$ cat src/rtl/mcc_pkg.sv
package mcc_pkg;
  localparam int ST_W = 4;

  localparam logic [ST_W-1:0] S_FETCH = 4'b0000;
  localparam logic [ST_W-1:0] S_DEC   = 4'b0001;
  localparam logic [ST_W-1:0] S_BTK   = 4'b0010;
  localparam logic [ST_W-1:0] S_BNT   = 4'b0011;
  localparam logic [ST_W-1:0] S_REXE  = 4'b0100;
  localparam logic [ST_W-1:0] S_RWB   = 4'b0101;
  localparam logic [ST_W-1:0] S_OEXE  = 4'b0110;
  localparam logic [ST_W-1:0] S_OWB   = 4'b0111;
  localparam logic [ST_W-1:0] S_LADR  = 4'b1000;
  localparam logic [ST_W-1:0] S_LMEM  = 4'b1001;
  localparam logic [ST_W-1:0] S_LWB   = 4'b1010;
  localparam logic [ST_W-1:0] S_SADR  = 4'b1011;
  localparam logic [ST_W-1:0] S_SMEM  = 4'b1100;
  localparam logic [ST_W-1:0] S_LAST  = S_SMEM;

  localparam logic [1:0] ALU_ADD = 2'b00;
  localparam logic [1:0] ALU_OR  = 2'b01;
  localparam logic [1:0] ALU_FN  = 2'b10;

  localparam logic [1:0] PC_HOLD = 2'b00;
  localparam logic [1:0] PC_INC  = 2'b01;
  localparam logic [1:0] PC_BR   = 2'b10;

  typedef struct packed {
    logic       imem_rd;
    logic       ir_en;
    logic       a_en;
    logic       b_en;
    logic [1:0] alu_sel;
    logic       r_en;
    logic       dmem_rd;
    logic       dmem_wr;
    logic       rf_wr;
    logic       dst_rd;
    logic       mem_to_reg;
    logic       pc_en;
    logic [1:0] pc_src;
  } ctl_t;
endpackage

$ cat src/rtl/mcc_next.sv
module mcc_next #(
  parameter int              OP_W   = 6,
  parameter logic [OP_W-1:0] OP_RTY = 6'b000000,
  parameter logic [OP_W-1:0] OP_ORI = 6'b001101,
  parameter logic [OP_W-1:0] OP_LW  = 6'b100011,
  parameter logic [OP_W-1:0] OP_SW  = 6'b101011,
  parameter logic [OP_W-1:0] OP_BEQ = 6'b000100
) (
  input  logic [mcc_pkg::ST_W-1:0] state,
  input  logic [OP_W-1:0]          opcode,
  input  logic                     zero,
  output logic [mcc_pkg::ST_W-1:0] nxt
);
  import mcc_pkg::*;

  logic [ST_W-1:0] dispatch;

  always_comb begin
    if (opcode == OP_RTY)      dispatch = S_REXE;
    else if (opcode == OP_ORI) dispatch = S_OEXE;
    else if (opcode == OP_LW)  dispatch = S_LADR;
    else if (opcode == OP_SW)  dispatch = S_SADR;
    else if (opcode == OP_BEQ) dispatch = zero ? S_BTK : S_BNT;
    else                       dispatch = S_FETCH;
  end

  always_comb begin
    case (state)
      S_FETCH: nxt = S_DEC;
      S_DEC:   nxt = dispatch;
      S_REXE:  nxt = S_RWB;
      S_OEXE:  nxt = S_OWB;
      S_LADR:  nxt = S_LMEM;
      S_LMEM:  nxt = S_LWB;
      S_SADR:  nxt = S_SMEM;
      default: nxt = S_FETCH;
    endcase
  end
endmodule

$ cat src/rtl/mcc_decode.sv
module mcc_decode (
  input  logic [mcc_pkg::ST_W-1:0] state,
  output mcc_pkg::ctl_t            ctl
);
  import mcc_pkg::*;

  always_comb begin
    ctl = '0;
    case (state)
      S_FETCH: begin
        ctl.imem_rd = 1'b1;
        ctl.ir_en   = 1'b1;
      end
      S_DEC: begin
        ctl.a_en = 1'b1;
        ctl.b_en = 1'b1;
      end
      S_REXE: begin
        ctl.alu_sel = ALU_FN;
        ctl.r_en    = 1'b1;
      end
      S_OEXE: begin
        ctl.alu_sel = ALU_OR;
        ctl.r_en    = 1'b1;
      end
      S_LADR, S_SADR: begin
        ctl.alu_sel = ALU_ADD;
        ctl.r_en    = 1'b1;
      end
      S_LMEM: ctl.dmem_rd = 1'b1;
      S_RWB: begin
        ctl.rf_wr  = 1'b1;
        ctl.dst_rd = 1'b1;
        ctl.pc_en  = 1'b1;
        ctl.pc_src = PC_INC;
      end
      S_OWB: begin
        ctl.rf_wr  = 1'b1;
        ctl.pc_en  = 1'b1;
        ctl.pc_src = PC_INC;
      end
      S_LWB: begin
        ctl.rf_wr      = 1'b1;
        ctl.mem_to_reg = 1'b1;
        ctl.pc_en      = 1'b1;
        ctl.pc_src     = PC_INC;
      end
      S_SMEM: begin
        ctl.dmem_wr = 1'b1;
        ctl.pc_en   = 1'b1;
        ctl.pc_src  = PC_INC;
      end
      S_BTK: begin
        ctl.pc_en  = 1'b1;
        ctl.pc_src = PC_BR;
      end
      S_BNT: begin
        ctl.pc_en  = 1'b1;
        ctl.pc_src = PC_INC;
      end
      default: ctl = '0;
    endcase
  end
endmodule

$ cat src/rtl/mcc_ctrl.sv
module mcc_ctrl #(
  parameter int              OP_W   = 6,
  parameter logic [OP_W-1:0] OP_RTY = 6'b000000,
  parameter logic [OP_W-1:0] OP_ORI = 6'b001101,
  parameter logic [OP_W-1:0] OP_LW  = 6'b100011,
  parameter logic [OP_W-1:0] OP_SW  = 6'b101011,
  parameter logic [OP_W-1:0] OP_BEQ = 6'b000100
) (
  input  logic            clk,
  input  logic            rst,
  input  logic [OP_W-1:0] opcode,
  input  logic            zero,
  output logic            imem_rd,
  output logic            ir_en,
  output logic            a_en,
  output logic            b_en,
  output logic [1:0]      alu_sel,
  output logic            r_en,
  output logic            dmem_rd,
  output logic            dmem_wr,
  output logic            rf_wr,
  output logic            dst_rd,
  output logic            mem_to_reg,
  output logic            pc_en,
  output logic [1:0]      pc_src,
  output logic [3:0]      state_o
);
  import mcc_pkg::*;

  logic [ST_W-1:0] state_q, nxt, state_d;
  ctl_t            ctl_d, ctl_q;

  mcc_next #(
    .OP_W(OP_W), .OP_RTY(OP_RTY), .OP_ORI(OP_ORI),
    .OP_LW(OP_LW), .OP_SW(OP_SW), .OP_BEQ(OP_BEQ)
  ) u_next (
    .state (state_q),
    .opcode(opcode),
    .zero  (zero),
    .nxt   (nxt)
  );

  assign state_d = rst ? S_FETCH : nxt;

  mcc_decode u_dec (
    .state(state_d),
    .ctl  (ctl_d)
  );

  always_ff @(posedge clk) begin
    state_q <= state_d;
    ctl_q   <= ctl_d;
  end

  assign imem_rd    = ctl_q.imem_rd;
  assign ir_en      = ctl_q.ir_en;
  assign a_en       = ctl_q.a_en;
  assign b_en       = ctl_q.b_en;
  assign alu_sel    = ctl_q.alu_sel;
  assign r_en       = ctl_q.r_en;
  assign dmem_rd    = ctl_q.dmem_rd;
  assign dmem_wr    = ctl_q.dmem_wr;
  assign rf_wr      = ctl_q.rf_wr;
  assign dst_rd     = ctl_q.dst_rd;
  assign mem_to_reg = ctl_q.mem_to_reg;
  assign pc_en      = ctl_q.pc_en;
  assign pc_src     = ctl_q.pc_src;
  assign state_o    = state_q;

  logic op_known;
  assign op_known = (opcode == OP_RTY) || (opcode == OP_ORI) || (opcode == OP_LW) ||
                    (opcode == OP_SW)  || (opcode == OP_BEQ);

  p_fetch_next_r2: assert property (@(posedge clk) disable iff (rst)
    state_q == S_FETCH |=> state_q == S_DEC);

  p_beq_taken_r8: assert property (@(posedge clk) disable iff (rst)
    (state_q == S_DEC && opcode == OP_BEQ && zero) |=> state_q == S_BTK);

  p_load_chain_r6: assert property (@(posedge clk) disable iff (rst)
    state_q == S_LADR |=> (state_q == S_LMEM && dmem_rd));

  p_bad_op_r9: assert property (@(posedge clk) disable iff (rst)
    (state_q == S_DEC && !op_known) |=> (state_q == S_FETCH && !rf_wr && !dmem_wr));

  p_one_access_r6: assert property (@(posedge clk) disable iff (rst)
    $onehot0({imem_rd, dmem_rd, dmem_wr, rf_wr}));

  p_src_hold_r10: assert property (@(posedge clk) disable iff (rst)
    !pc_en |-> pc_src == PC_HOLD);

  p_pc_last_r10: assert property (@(posedge clk) disable iff (rst)
    pc_en |=> state_q == S_FETCH);

  p_legal_state_r11: assert property (@(posedge clk) disable iff (rst)
    state_q <= S_LAST);
endmodule

$ cat config.mk
export PLATFORM = sky130hd
export DESIGN_NAME = mcc_ctrl
export DESIGN_NICKNAME = d
export VERILOG_FILES = /design/src/rtl/mcc_pkg.sv /design/src/rtl/mcc_next.sv /design/src/rtl/mcc_decode.sv /design/src/rtl/mcc_ctrl.sv
export SDC_FILE = /design/constraint.sdc
export NUM_CORES = 1
export LEC_CHECK = 0
export ABC_AREA = 1
export BUFFER_PORTS_ARGS = -buffer_cell sky130_fd_sc_hd__buf_2
export CAP_MARGIN = 20
export CORE_MARGIN = 2
export CORE_UTILIZATION = 40
export DETAILED_ROUTE_END_ITERATION = 10
export HOLD_SLACK_MARGIN = 0.1
export PLACE_DENSITY = 0.65
export SLEW_MARGIN = 25
export SYNTH_ARGS = -nofsm -noshare
export SYNTH_HDL_FRONTEND = slang
export SYNTH_SLANG_ARGS = --single-unit
$ cat constraint.sdc
create_clock -name clk -period 1.7 [get_ports clk]
set_clock_uncertainty 0.1 [all_clocks]
set_input_delay 0.255 -clock clk [delete_from_list [all_inputs] [get_ports clk]]
set_output_delay 0.255 -clock clk [all_outputs]
set_load 0.01 [all_outputs]
==> results of run 1 <==
==> worst min-delay path by stage <==
stage | from | endpoint | slack (ps)
after CTS | rst | state_o[0] | 170
after floorplan | rst | state_o[0] | 250
after global routing | rst | state_o[0] | 170
after global placement | rst | state_o[0] | 480
after detailed placement | rst | state_o[0] | 480
final | rst | state_o[0] | 180
==> power groups by stage <==
stage                     sequential, W  clock (W)  combinational [W]
after floorplan                0.000429          0          0.0000504
after CTS                      0.000415   0.000215          0.0000874
final                          0.000414   0.000204          0.0000887
after global placement         0.000424          0          0.0000859
after global routing           0.000416   0.000238          0.0000994
after detailed placement       0.000424          0          0.0000872
==> tightest hold or removal path: cells and delay by family <==
family / cells / cell delay (ps)
buffers and inverters: 2 / 220
AND/OR/NAND/NOR: 1 / 50
==> per-layer routing <==
layer / global-route usage, % / vias to the layer above / part of all wire (%)
met3: 7.06 / 5 / 6.0
met1: 18.3 / 296 / 47
met4: 6.67 / 0 / 1.8
met2: 19.4 / 18 / 45
li1: - / 374 / -
met5: 0 / - / 0
==> layout make-up <==
cell class / instances / area, sq um / area share [%]
Tap cell: 25 / 31.3 / 3.35
Multi-Input combinational cell: 67 / 323 / 34.6
Inverter: 16 / 61.3 / 6.57
Sequential cell: 17 / 342 / 36.6
Timing Repair Buffer: 29 / 150 / 16.1
Clock buffer: 4 / 26.3 / 2.82
==> per-stage QoR <==
| step | worst slack (ps) | std cells | hold WS, ps | instance area, sq um | total power, W |
|---|---|---|---|---|---|
| floorplan | 144 | 102 | 251 | 727 | 0.000480 |
| global placement | 49.6 | 153 | 482 | 886 | 0.000509 |
| detailed placement | 26.2 | 153 | 479 | 886 | 0.000511 |
| CTS | 14.6 | 157 | 168 | 912 | 0.000717 |
| global route | -68.3 | 158 | 169 | 933 | 0.000754 |
| finish | 48.8 | 158 | 182 | 933 | 0.000707 |
==> cell families after synthesis <==
group           Yosys count  share of synthesized area, %
flops                    17                          46.8
simple gates             63                          39.8
compound gates            4                          2.93
buf+inv                  18                          10.5
==> cell usage after synthesis <==
cell | n | area (sq um)
nand3b_1 | 1 | 7.51
nor3_1 | 2 | 10.0
nor3_4 | 1 | 16.3
or2_4 | 1 | 8.76
nand4_1 | 1 | 6.26
nand3_1 | 7 | 35.0
nor2_2 | 2 | 12.5
nor2_1 | 22 | 82.6
inv_1 | 14 | 52.6
clkinv_2 | 1 | 5.00
nand2_2 | 5 | 31.3
o22ai_1 | 1 | 6.26
nand2_1 | 21 | 78.8
inv_2 | 1 | 3.75
a21oi_1 | 3 | 15.0
buf_4 | 2 | 15.0
dfxtp_1 | 17 | 340
==> what timing repair did <==
action,in CTS,in global routing
resized for setup,0,4
setup buffers,0,1
endpoints found under the setup margin,0,4
==> impl_metrics.yaml, run 1 <==
status:
  outcome: "completed"
critical_path:
  worst-path-buf-inv: 0
  path_max_fanout: 5
  max_stage_delay_ps: 340
  cp.depth: 9
  path_cells: "or2_4 > nor3_4 > nand2_1 > nand2_1 > nand2_2 > nand2_2 > nor2_1 > nor2_1 > nand3_1"
  arrival_ps: 1730
  worstPathRequired_ps: 1770
  r2r-start: "state_o[1]"
  r2r_end: "pc_en"
  crit_slowest_cell: "dfxtp_2"
  cp-endpoint: "pc_en"
  critPathCaptureType: "register"
  rrSetupSlack_ps: 50
  startpoint: "state_o[1]"
  start_kind: "register"
  crit_family: "simple AND/OR/NAND/NOR gates"
  reg2reg_depth: 9
  path_class: "reg -> reg"
global_route:
  grt_pass1_wl_um: 2080
  grt_usage_pct: 14.1
  antenna_found_initial: 0
  grt_pass1_vias: 546
  grt_max_degree: 10
  grt_remaining_overflow: 0
route:
  dr_total_vias: 693
  drt_first_iter_violations: 8
  avgViaCountPerCell: 4.39
  drtPass1Iterations: 3
  antenna_left: 0
  drc: 0
  wl_um: 1430
  wire_per_inst_um: 9.03
placement:
  gp_congestion: 0.768
  io_buffers: 27
  dp_hpwl_um: 1140
sta:
  clock.fmax_ghz: 0.606
  tightestPinTransition_ps: 326
  setup_viol_count_final: 0
  max_slew_margin_pct: 78.3
  fin_crit_ps: 1650
  period_share_pct: 97.1
  drv_slew: 0
  setup_tns_ps: 0
  rsz0062_at_grt: "yes"
  hold_viol: 0
pwr:
  switching_share_pct: 24.3
  power_density_nw_per_um2: 757
  p_leak_nw: 0.546
  seqPwrFrac_pct: 58.6
  p_int_w: 0.000535
  netSwitchingPower_w: 0.000172
  ir_drop_v: 0.000586
  p_comb_share_pct: 12.5
  p_clk_share_pct: 28.9
finish:
  num_antenna_cells: 0
  nets: 143
  utilization_pct: 54.1
  layout_commonest_cell: "buf_2"
  area_growth_pct: 28.4
  nFillCells: 193
  largest_reg_flops: 4
  mostFrequentLayoutCells: "buf_2 (27), nor2_1 (22), nand2_1 (20)"
  drive_gt1_share_pct: 34.6
synthesis:
  synth_cell_types: 17
  synth_nets: 111
  ys_seq_elements: 17
  netlist_area_sq_um: 727
  yosys_warnings: 0
  syn_avg_cell_area_sq_um: 7.13
  syn_inst: 102
  yosysSeqAreaShare_pct: 46.8
min_path:
  holdPathStages: 3
  hold_class: "in -> reg"
clocking:
  numCtsBuffers: 3
  htreeDepth: 1
  cts-root-buf: "clkbuf_4"
  clk_pin_slew_ps: 90
  cts_hold_buf: 0
  cts.sinks: 17
  cts_tree: "built"
  clock_path_buffers: 2
  clk_latency_ps: 280
floorplan:
  die_x_um: 46.6
  row_count: 15
  die_h_um: 46.6
  core_sq_um: 1730
  initial_core_util_pct: 42.1
  dieArea_sq_um: 2170
  ios: 28
flow_run:
  cap_violations: 0
Power figures use the tool's default switching activity.
==> run 2: changes to the inputs <==
- SETUP_SLACK_MARGIN: unset -> 0.5
==> run 2 against run 1 <==
Effect of this change:
- wire length grew 32%
- non-clock buffer count grew 7
- utilization grew 10 points
- power grew 8.4%
- clock power grew 10%
- maximum frequency grew 3.6%
- combinational power grew 42%
- critical path type unchanged
- largest cell class is now multi-input gates
- highest routed layer unchanged
==> impl_metrics.yaml, run 2 (synthesis results as in run 1) <==
critical_path:
  max_stage_delay_ps: 340
  crit_family: "simple AND/OR/NAND/NOR gates"
  startpoint: "state_o[1]"
  path_class: "reg -> reg"
  start_kind: "register"
  worst-path-buf-inv: 2
  path_cells: "or2_4 > nor3_4 > buf_6 > buf_6 > nand2_2 > nand2_2 > nand3_2 > nor2_2 > nor2_2 > nand3_1"
  r2r-start: "state_o[1]"
  arrival_ps: 1750
  worstPathRequired_ps: 1860
  critPathCaptureType: "register"
  path_max_fanout: 3
  crit_slowest_cell: "dfxtp_2"
flow_run:
  cap_violations: 0
placement:
  dp_hpwl_um: 1140
  io_buffers: 27
  gp_congestion: 0.826
  dp_cells: 153
floorplan:
  initial_core_util_pct: 42.1
  core_sq_um: 1730
  die_x_um: 46.6
  dieArea_sq_um: 2170
  ios: 28
  die_h_um: 46.6
  row_count: 15
route:
  drtPass1Iterations: 4
  antenna_left: 0
  dr_total_vias: 733
  avgViaCountPerCell: 4.44
  wl_um: 1880
  wire_per_inst_um: 11.4
  drt_first_iter_violations: 11
  drc: 0
global_route:
  antenna_found_initial: 0
  grt_pass1_vias: 598
  grt_pass1_wl_um: 2560
  grt_max_degree: 11
  grt_usage_pct: 17.7
  grt_remaining_overflow: 0
sta:
  setup_tns_ps: 0
  period_share_pct: 93.7
  tightestPinTransition_ps: 347
  drv_slew: 0
  clock.fmax_ghz: 0.627
  hold_viol: 0
  max_slew_margin_pct: 76.8
  setup_viol_count_final: 0
  fin_crit_ps: 1590
  rsz0062_at_grt: "yes"
  hold_slack_ps: 144
finish:
  layout_commonest_cell: "buf_2"
  nets: 150
  utilization_pct: 64.3
  mostFrequentLayoutCells: "buf_2 (26), nor2_1 (15), nand2_1 (14), dfxtp_1 (14), inv_1 (13)"
  final_cell_count_no_fill: 165
  drive_gt1_share_pct: 52.1
  largest_reg_flops: 4
  num_antenna_cells: 0
  area_growth_pct: 52.7
clocking:
  clk_pin_slew_ps: 120
  cts-root-buf: "clkbuf_4"
  cts_tree: "built"
  htreeDepth: 1
  clock_path_buffers: 2
  numCtsBuffers: 3
  cts.sinks: 17
  clk_latency_ps: 310
  cts_hold_buf: 0
min_path:
  hold_class: "in -> reg"
  worstHoldStart: "rst"
pwr:
  p_leak_nw: 0.608
  power_density_nw_per_um2: 691
  total_power_w: 0.000766
  ir_drop_v: 0.000556
status:
  outcome: "completed"
## run 2: metrics by stage
stage | area, sq um | setup WS [ps]
after global placement | 890 | 68.6
after global routing | 1110 | 49.0
after detailed placement | 890 | 19.2
final | 1110 | 106
after CTS | 1010 | 88.7
after floorplan | 731 | 172
## run 2: per-layer routing
layer | share of wire (%) | vias up | GRT usage [%]
met4 | 1.4 | 0 | 10.0
met1 | 44 | 321 | 21.6
met2 | 50 | 20 | 26.1
li1 | - | 387 | -
met5 | 0 | - | 0
met3 | 4.8 | 5 | 7.45
## run 2: path summary, 6_finish.rpt
path              depth (start not counted)         end  slack (ps)
hold reg to reg                           5  state_o[2]         660
setup reg to reg                         10       pc_en         110
setup / recovery                         10       pc_en         110
hold / removal                            3  state_o[0]         140
## run 2: tightest hold or removal path, delay by kind of cell
family / cells / cell delay [ps]
and+or+nand+nor: 1 / 50
buffers and inverters: 2 / 220
## run 2: power by group
part,total (W),internal [W],switching [W]
logic,0.000126,0.0000535,0.0000730
clock network,0.000225,0.0000878,0.000137
registers,0.000415,0.000409,0.00000580
## run 2: timing repair
action | CTS | global route
cloned | 0 | 0
pin swaps | 7 | 4
setup endpoints to repair | 19 | 20
buffers inserted | 7 | 1
hold endpoints to repair | 0 | 0
gates resized for setup | 12 | 23
## run 2: layout make-up
type	count	area, sq um
Clock buffer	3	22.5
Multi-Input combinational cell	67	429
Clock inverter	1	5.00
Inverter	16	61.3
Sequential cell	17	344
Timing Repair Buffer	36	216
Fill cell	135	617
Tap cell	25	31.3
